===== src/rtl/cw_mod_pkg.sv =====
package cw_mod_pkg;
  typedef enum logic [3:0] {
    PH_IDLE, PH_WAKE, PH_DEAD, PH_PRE, PH_HDR,
    PH_SYNC, PH_DATA, PH_GUARD, PH_DONE
  } phase_e;

  localparam int SUB_W = 2;   // ticks-per-element counter, up to 4 ticks
endpackage


===== src/rtl/cw_elem_timer.sv =====
module cw_elem_timer
  import cw_mod_pkg::*;
(
  input  logic             clk,
  input  logic             rst_n,
  input  logic             run,
  input  logic             tick,
  input  logic [1:0]       te_log,
  output logic [SUB_W-1:0] sub,
  output logic             elem_end
);
  logic [SUB_W-1:0] last;

  always_comb begin
    last     = SUB_W'((3'd1 << te_log) - 3'd1);
    elem_end = run && tick && (sub == last);
  end

  always_ff @(posedge clk or negedge rst_n) begin
    if (!rst_n)       sub <= '0;
    else if (!run)    sub <= '0;
    else if (tick)    sub <= elem_end ? '0 : sub + 1'b1;
  end

  // tick position never passes the element length
  assert_sub_bound_R2: assert property (@(posedge clk) disable iff (!rst_n)
    run |-> (sub <= last));
  // level position only moves on a tick
  assert_hold_between_ticks_R2: assert property (@(posedge clk) disable iff (!rst_n)
    (run && !tick) |=> (sub == $past(sub)));
endmodule


===== src/rtl/cw_level_enc.sv =====
module cw_level_enc
  import cw_mod_pkg::*;
#(
  parameter int CNT_W = 7
) (
  input  phase_e           phase,
  input  logic [CNT_W-1:0] elem_cnt,
  input  logic [SUB_W-1:0] sub,
  input  logic             vpwm,
  input  logic             sync_mod,
  input  logic             bit_val,
  input  logic             bit_odd,
  output logic             level
);
  logic [CNT_W-1:0] hi_len;

  always_comb begin
    hi_len = bit_val ? CNT_W'(1) : CNT_W'(2);
    unique case (phase)
      PH_WAKE, PH_PRE: level = ~elem_cnt[0];
      PH_SYNC:         level = sync_mod ? ~sub[0] : 1'b1;
      PH_DATA:         level = vpwm ? ~bit_odd : (elem_cnt < hi_len);
      default:         level = 1'b0;
    endcase
  end
endmodule


===== src/rtl/cw_modulator.sv =====
module cw_modulator
  import cw_mod_pkg::*;
#(
  parameter int FRAME_W    = 67,
  parameter int WAKE_LEN   = 24,
  parameter int DEAD_LEN   = 20,
  parameter int PRE_LEN    = 23,
  parameter int HDR_LEN    = 10,
  parameter int GUARD_PWM  = 15,
  parameter int GUARD_VPWM = 30
) (
  input  logic               clk,
  input  logic               rst_n,
  input  logic               frame_valid,
  output logic               frame_ready,
  input  logic [FRAME_W-1:0] frame_data,
  input  logic               frame_first,
  input  logic               tick_i,
  input  logic               cfg_vpwm,
  input  logic               cfg_baud,
  input  logic               cfg_fmt,
  input  logic               cfg_sync_mod,
  output logic               data_o,
  output logic               done_o
);
  localparam int MAXLEN = WAKE_LEN + DEAD_LEN + PRE_LEN + HDR_LEN + GUARD_VPWM + 6;
  localparam int CNT_W  = $clog2(MAXLEN + 1);
  localparam int IDX_W  = $clog2(FRAME_W);
  localparam logic [IDX_W-1:0] LAST_BIT = IDX_W'(FRAME_W - 1);

  phase_e             phase, nxt;
  logic [CNT_W-1:0]   elem_cnt, plen, blen;
  logic [IDX_W-1:0]   bit_idx;
  logic [FRAME_W-1:0] shreg;
  logic               vpwm_q, baud_q, fmt_q, sm_q;
  logic [1:0]         te_log;
  logic [SUB_W-1:0]   sub;
  logic               elem_end, run;

  assign frame_ready = (phase == PH_IDLE);
  assign done_o      = (phase == PH_DONE);
  assign run         = !frame_ready && !done_o;

  always_comb begin
    if (vpwm_q) te_log = baud_q ? 2'd1 : 2'd2;
    else        te_log = 2'd2 - {1'b0, baud_q} - {1'b0, fmt_q};
    blen = vpwm_q ? (shreg[0] ? CNT_W'(1) : CNT_W'(2)) : (fmt_q ? CNT_W'(6) : CNT_W'(3));
    plen = CNT_W'(1);
    nxt  = PH_IDLE;
    unique case (phase)
      PH_WAKE:  begin plen = CNT_W'(WAKE_LEN); nxt = PH_DEAD;  end
      PH_DEAD:  begin plen = CNT_W'(DEAD_LEN); nxt = PH_PRE;   end
      PH_PRE:   begin plen = CNT_W'(PRE_LEN);  nxt = PH_HDR;   end
      PH_HDR:   begin plen = CNT_W'(HDR_LEN);  nxt = PH_SYNC;  end
      PH_SYNC:  begin plen = CNT_W'(1);        nxt = PH_DATA;  end
      PH_DATA:  begin plen = blen;             nxt = PH_GUARD; end
      PH_GUARD: begin
        plen = vpwm_q ? CNT_W'(GUARD_VPWM) : CNT_W'(GUARD_PWM);
        nxt  = PH_DONE;
      end
      default:  ;
    endcase
  end

  cw_elem_timer i_timer (
    .clk, .rst_n, .run, .tick(tick_i), .te_log, .sub, .elem_end
  );

  cw_level_enc #(.CNT_W(CNT_W)) i_enc (
    .phase, .elem_cnt, .sub, .vpwm(vpwm_q), .sync_mod(sm_q),
    .bit_val(shreg[0]), .bit_odd(bit_idx[0]), .level(data_o)
  );

  always_ff @(posedge clk or negedge rst_n) begin
    if (!rst_n) begin
      phase <= PH_IDLE; elem_cnt <= '0; bit_idx <= '0; shreg <= '0;
      vpwm_q <= 1'b0; baud_q <= 1'b0; fmt_q <= 1'b0; sm_q <= 1'b0;
    end else begin
      unique case (phase)
        PH_IDLE: if (frame_valid) begin
          shreg  <= frame_data;
          vpwm_q <= cfg_vpwm; baud_q <= cfg_baud;
          fmt_q  <= cfg_fmt;  sm_q   <= cfg_sync_mod;
          elem_cnt <= '0; bit_idx <= '0;
          phase  <= (cfg_vpwm && cfg_fmt && frame_first) ? PH_WAKE : PH_PRE;
        end
        PH_DONE: phase <= PH_IDLE;
        default: if (elem_end) begin
          if (elem_cnt == plen - 1'b1) begin
            elem_cnt <= '0;
            if (phase == PH_DATA && bit_idx != LAST_BIT) begin
              bit_idx <= bit_idx + 1'b1;
              shreg   <= shreg >> 1;
            end else begin
              phase <= nxt;
            end
          end else begin
            elem_cnt <= elem_cnt + 1'b1;
          end
        end
      endcase
    end
  end

  // taking a word closes the port
  assert_accept_closes_R1: assert property (@(posedge clk) disable iff (!rst_n)
    (frame_valid && frame_ready) |=> !frame_ready);
  // header is quiet
  assert_header_low_R4: assert property (@(posedge clk) disable iff (!rst_n)
    (phase == PH_HDR) |-> !data_o);
  // guard is quiet
  assert_guard_low_R8: assert property (@(posedge clk) disable iff (!rst_n)
    (phase == PH_GUARD) |-> !data_o);
  // done is a single clock and reopens the port
  assert_done_single_R8: assert property (@(posedge clk) disable iff (!rst_n)
    done_o |=> (!done_o && frame_ready));
  // captured settings frozen while busy
  assert_cfg_frozen_R9: assert property (@(posedge clk) disable iff (!rst_n)
    !frame_ready |=> ($stable(vpwm_q) && $stable(baud_q) && $stable(fmt_q) && $stable(sm_q)));
  // idle output quiet
  assert_idle_quiet_R10: assert property (@(posedge clk) disable iff (!rst_n)
    frame_ready |-> (!data_o && !done_o));
endmodule


===== config.mk =====
export PLATFORM = sky130hd
export DESIGN_NAME = cw_modulator
export DESIGN_NICKNAME = d
export VERILOG_FILES = /design/src/rtl/cw_mod_pkg.sv /design/src/rtl/cw_elem_timer.sv /design/src/rtl/cw_level_enc.sv /design/src/rtl/cw_modulator.sv
export SDC_FILE = /design/constraint.sdc
export NUM_CORES = 1
export LEC_CHECK = 0
export ABC_AREA = 1
export CORE_MARGIN = 3
export CORE_UTILIZATION = 30
export DETAILED_ROUTE_END_ITERATION = 8
export PLACE_DENSITY = 0.51
export RECOVER_POWER = 50
export SLEW_MARGIN = 20
export SYNTH_ARGS = -nofsm -noshare
export SYNTH_HDL_FRONTEND = slang
export SYNTH_SLANG_ARGS = --single-unit

===== constraint.sdc =====
create_clock -name clk -period 6.1 [get_ports clk]
set_input_delay 1.525 -clock clk [delete_from_list [all_inputs] [get_ports clk]]
set_output_delay 1.525 -clock clk [all_outputs]
set_load 0.01 [all_outputs]

==> out/qor.yml <==
rows: 47
layout_min_cycle_time_ps: 4476
antenna_found_initial: 0
syn-num-nets: 829
ff2ff_setup_slack_ps: 1960
ios: 79
crit_chain: "clkbuf_1, clkbuf_2"
ys_ff_latch: 91
cp.required_ps: 6460
post_cts_resized: 0
drc: 0
synth_top_area_cell: "dfrtp_1"
worst_hold_path.endpoint: "shreg[1]"
post-dp-hpwl_microns: 8032
core_area_sq_mm: 0.01670
synth_area_sq_mm: 0.005162
violations: "capacitance limit, slew limit"
holdCritStartpoint: "shreg[1]"
grt_pass1_vias: 4406
cts.sinks: 91
timing.rr.end: "shreg[8]"
grt_overflow: 0
worst-path-buf-inv: 2
hold_viol_final: 0
tns_ps: 0
critPathLaunch: "rst_n"
critPathCaptureType: "asynchronous set/reset pin"
cp_top_family: "buffers and inverters"
whs_ps: 471.0
hold_path.class: "register to register"
dr_total_vias: 4653
die_area_sq_mm: 0.01882
p_leak_nw: 3.371
max_stage_delay_ps: 2300
nFillCells: 1851
n_antenna_cell: 0
placed_area_sq_mm: 0.006062
setup_violations: 0
finalWirelength_microns: 12900
maxCapViolCount: 1
cts_tree: "done"
fmax_ghz: 0.2234
portBuffers: 78
timing.rr.start: "phase[3]"
die_w_microns: 137.2
dr.pass1.iters: 5
r2r_cells: 18
place_congestion: 0.8372
critical_path.max_fanout: 59
arrival_ps: 4840
cts-root-buf: "clkbuf_16"
cts_setup_buffers: 0
drv_slew: 60
syn_inst: 747
via_per_inst: 4.531
synth_cell_types: 29
yosysSeqAreaShare: 0.4411
grt_max_degree: 75
synth.avg_cell_area_sq_um: 6.911
initial_core_util: 0.3091
synth_top_area_share: 0.4411
skew_ps: 6.932
layout-drive-gt1-share: 0.04709
synthTopCellsByCount: "nand2_1 (392), dfrtp_1 (91), nand3_1 (89)"
holdPathStages: 2
postLayoutCoreUtil: 0.3796
fin_nets: 885
ys_top_cells_by_area: "dfrtp_1 (44%), nand2_1 (29%), nand3_1 (8.6%)"
cp_slowest_cell: "clkbuf_1"
clockBufferDepth: 2
yosysWarningCount: 0
die_h_microns: 137.2
drtIter0Drc: 293
synth_most_common_cell: "nand2_1"
crit_type: "input port to asynchronous set/reset pin"
cts_buffers: 9
drtAntennaViolNets: 0
status: "finished, violations left"
post-route-period-util: 0.7338
power_density_mw_per_mm2: 487.8
rsz0062_at_grt: "false"
cts.reportedPaths.clkPinSlew_ps: 60
ctsHoldBuffers: 0
grt_usage: 0.1417
areaGrowthSynthToFinish_pct: 22.81
maxSlewHeadroom: -1.203
synth_flop_cell: "dfrtp_1"
critPathLaunchType: "input port"
finalInstanceArea_sq_mm: 0.006340
worstMarginPinSlew_ps: 3304
synth_edf_count: 0
ys_async_sr_fraction: 1.000
wl_per_cell_microns: 12.56
worst_skew_pair.late_latency_ps: 340
worst_ir_drop_vdd_mv: 0.3343
htreeDepth: 3
grt_pass1_wl_microns: 21620
[how the worst max path moves through the flow]
stage,end,cells past startpoint
2_1_floorplan,frame_ready,5
3_3_place_gp,shreg[54],9
3_5_place_dp,shreg[66],9
4_1_cts,frame_ready,5
5_1_grt,bit_idx[5],2
6_report,bit_idx[5],2
[sequential cells by signal, indices dropped and copies added, names as in the netlist]
name and flops:
baud_q 1, bit_idx 7, elem_cnt 7, fmt_q 1, i_timer.sub 2, phase 4
shreg 67, sm_q 1, vpwm_q 1
[stage by stage]
step,total power [W],instances,worst slack [ps]
final,0.003093,1027,1624
after global routing,0.003413,1027,774.6
after CTS,0.003142,1027,1894
after detailed placement,0.002574,1012,1798
after global placement,0.002573,1012,1863
after floorplan,0.002180,747,3118
[routing by layer]
metal / vias to the layer above / routed length [microns] / global-route usage
li1: 2438 / - / -
met1: 2129 / 6498 / 0.1996
met2: 75 / 5788 / 0.2237
met3: 11 / 461 / 0.02301
met4: 0 / 148 / 0.04435
met5: - / 0 / 0
[cell families after synthesis]
kind of cell / Yosys count / share of synthesized area
AND/OR/NAND/NOR: 534 / 0.4222
flip-flops: 91 / 0.4411
buffers and inverters: 77 / 0.06908
AO/OA/AOI/OAI: 24 / 0.02715
XOR/XNOR: 14 / 0.02375
adder cells (fa/ha/maj): 6 / 0.01454
multiplexers: 1 / 0.002181
[cells in the final DEF, fill, tap and decap left out, drive strengths merged, types with 2 or more instances in the layout]
cell             n
buf              5
a21oi            8
o22ai            8
dfrtp           91
inv             39
xor2            12
nand2          397
o21ai            6
ha               6
nand3           90
nor3b            2
nor3             5
xnor2            2
clkdlybuf4s50   76
clkbuf          13
nor2            33
nand4            5
[area by class of cell]
class / count / area, sq um / share of cell area
Tap cell: 220 / 275.3 / 0.04342
Clock buffer: 11 / 232.7 / 0.03671
Clock inverter: 4 / 51.30 / 0.008092
Inverter: 38 / 142.6 / 0.02250
Timing Repair Buffer: 84 / 817.0 / 0.1289
Sequential cell: 91 / 2277 / 0.3592
Multi-Input combinational cell: 579 / 2544 / 0.4012
[report_power, final]
group | internal [W] | total, W | switching [W]
logic | 0.000493 | 0.00158 | 0.00109
registers | 0.000817 | 0.000957 | 0.000140
clock network | 0.000317 | 0.000554 | 0.000238
total | 0.00163 | 0.00309 | 0.00147
Power figures use the tool's default switching activity.
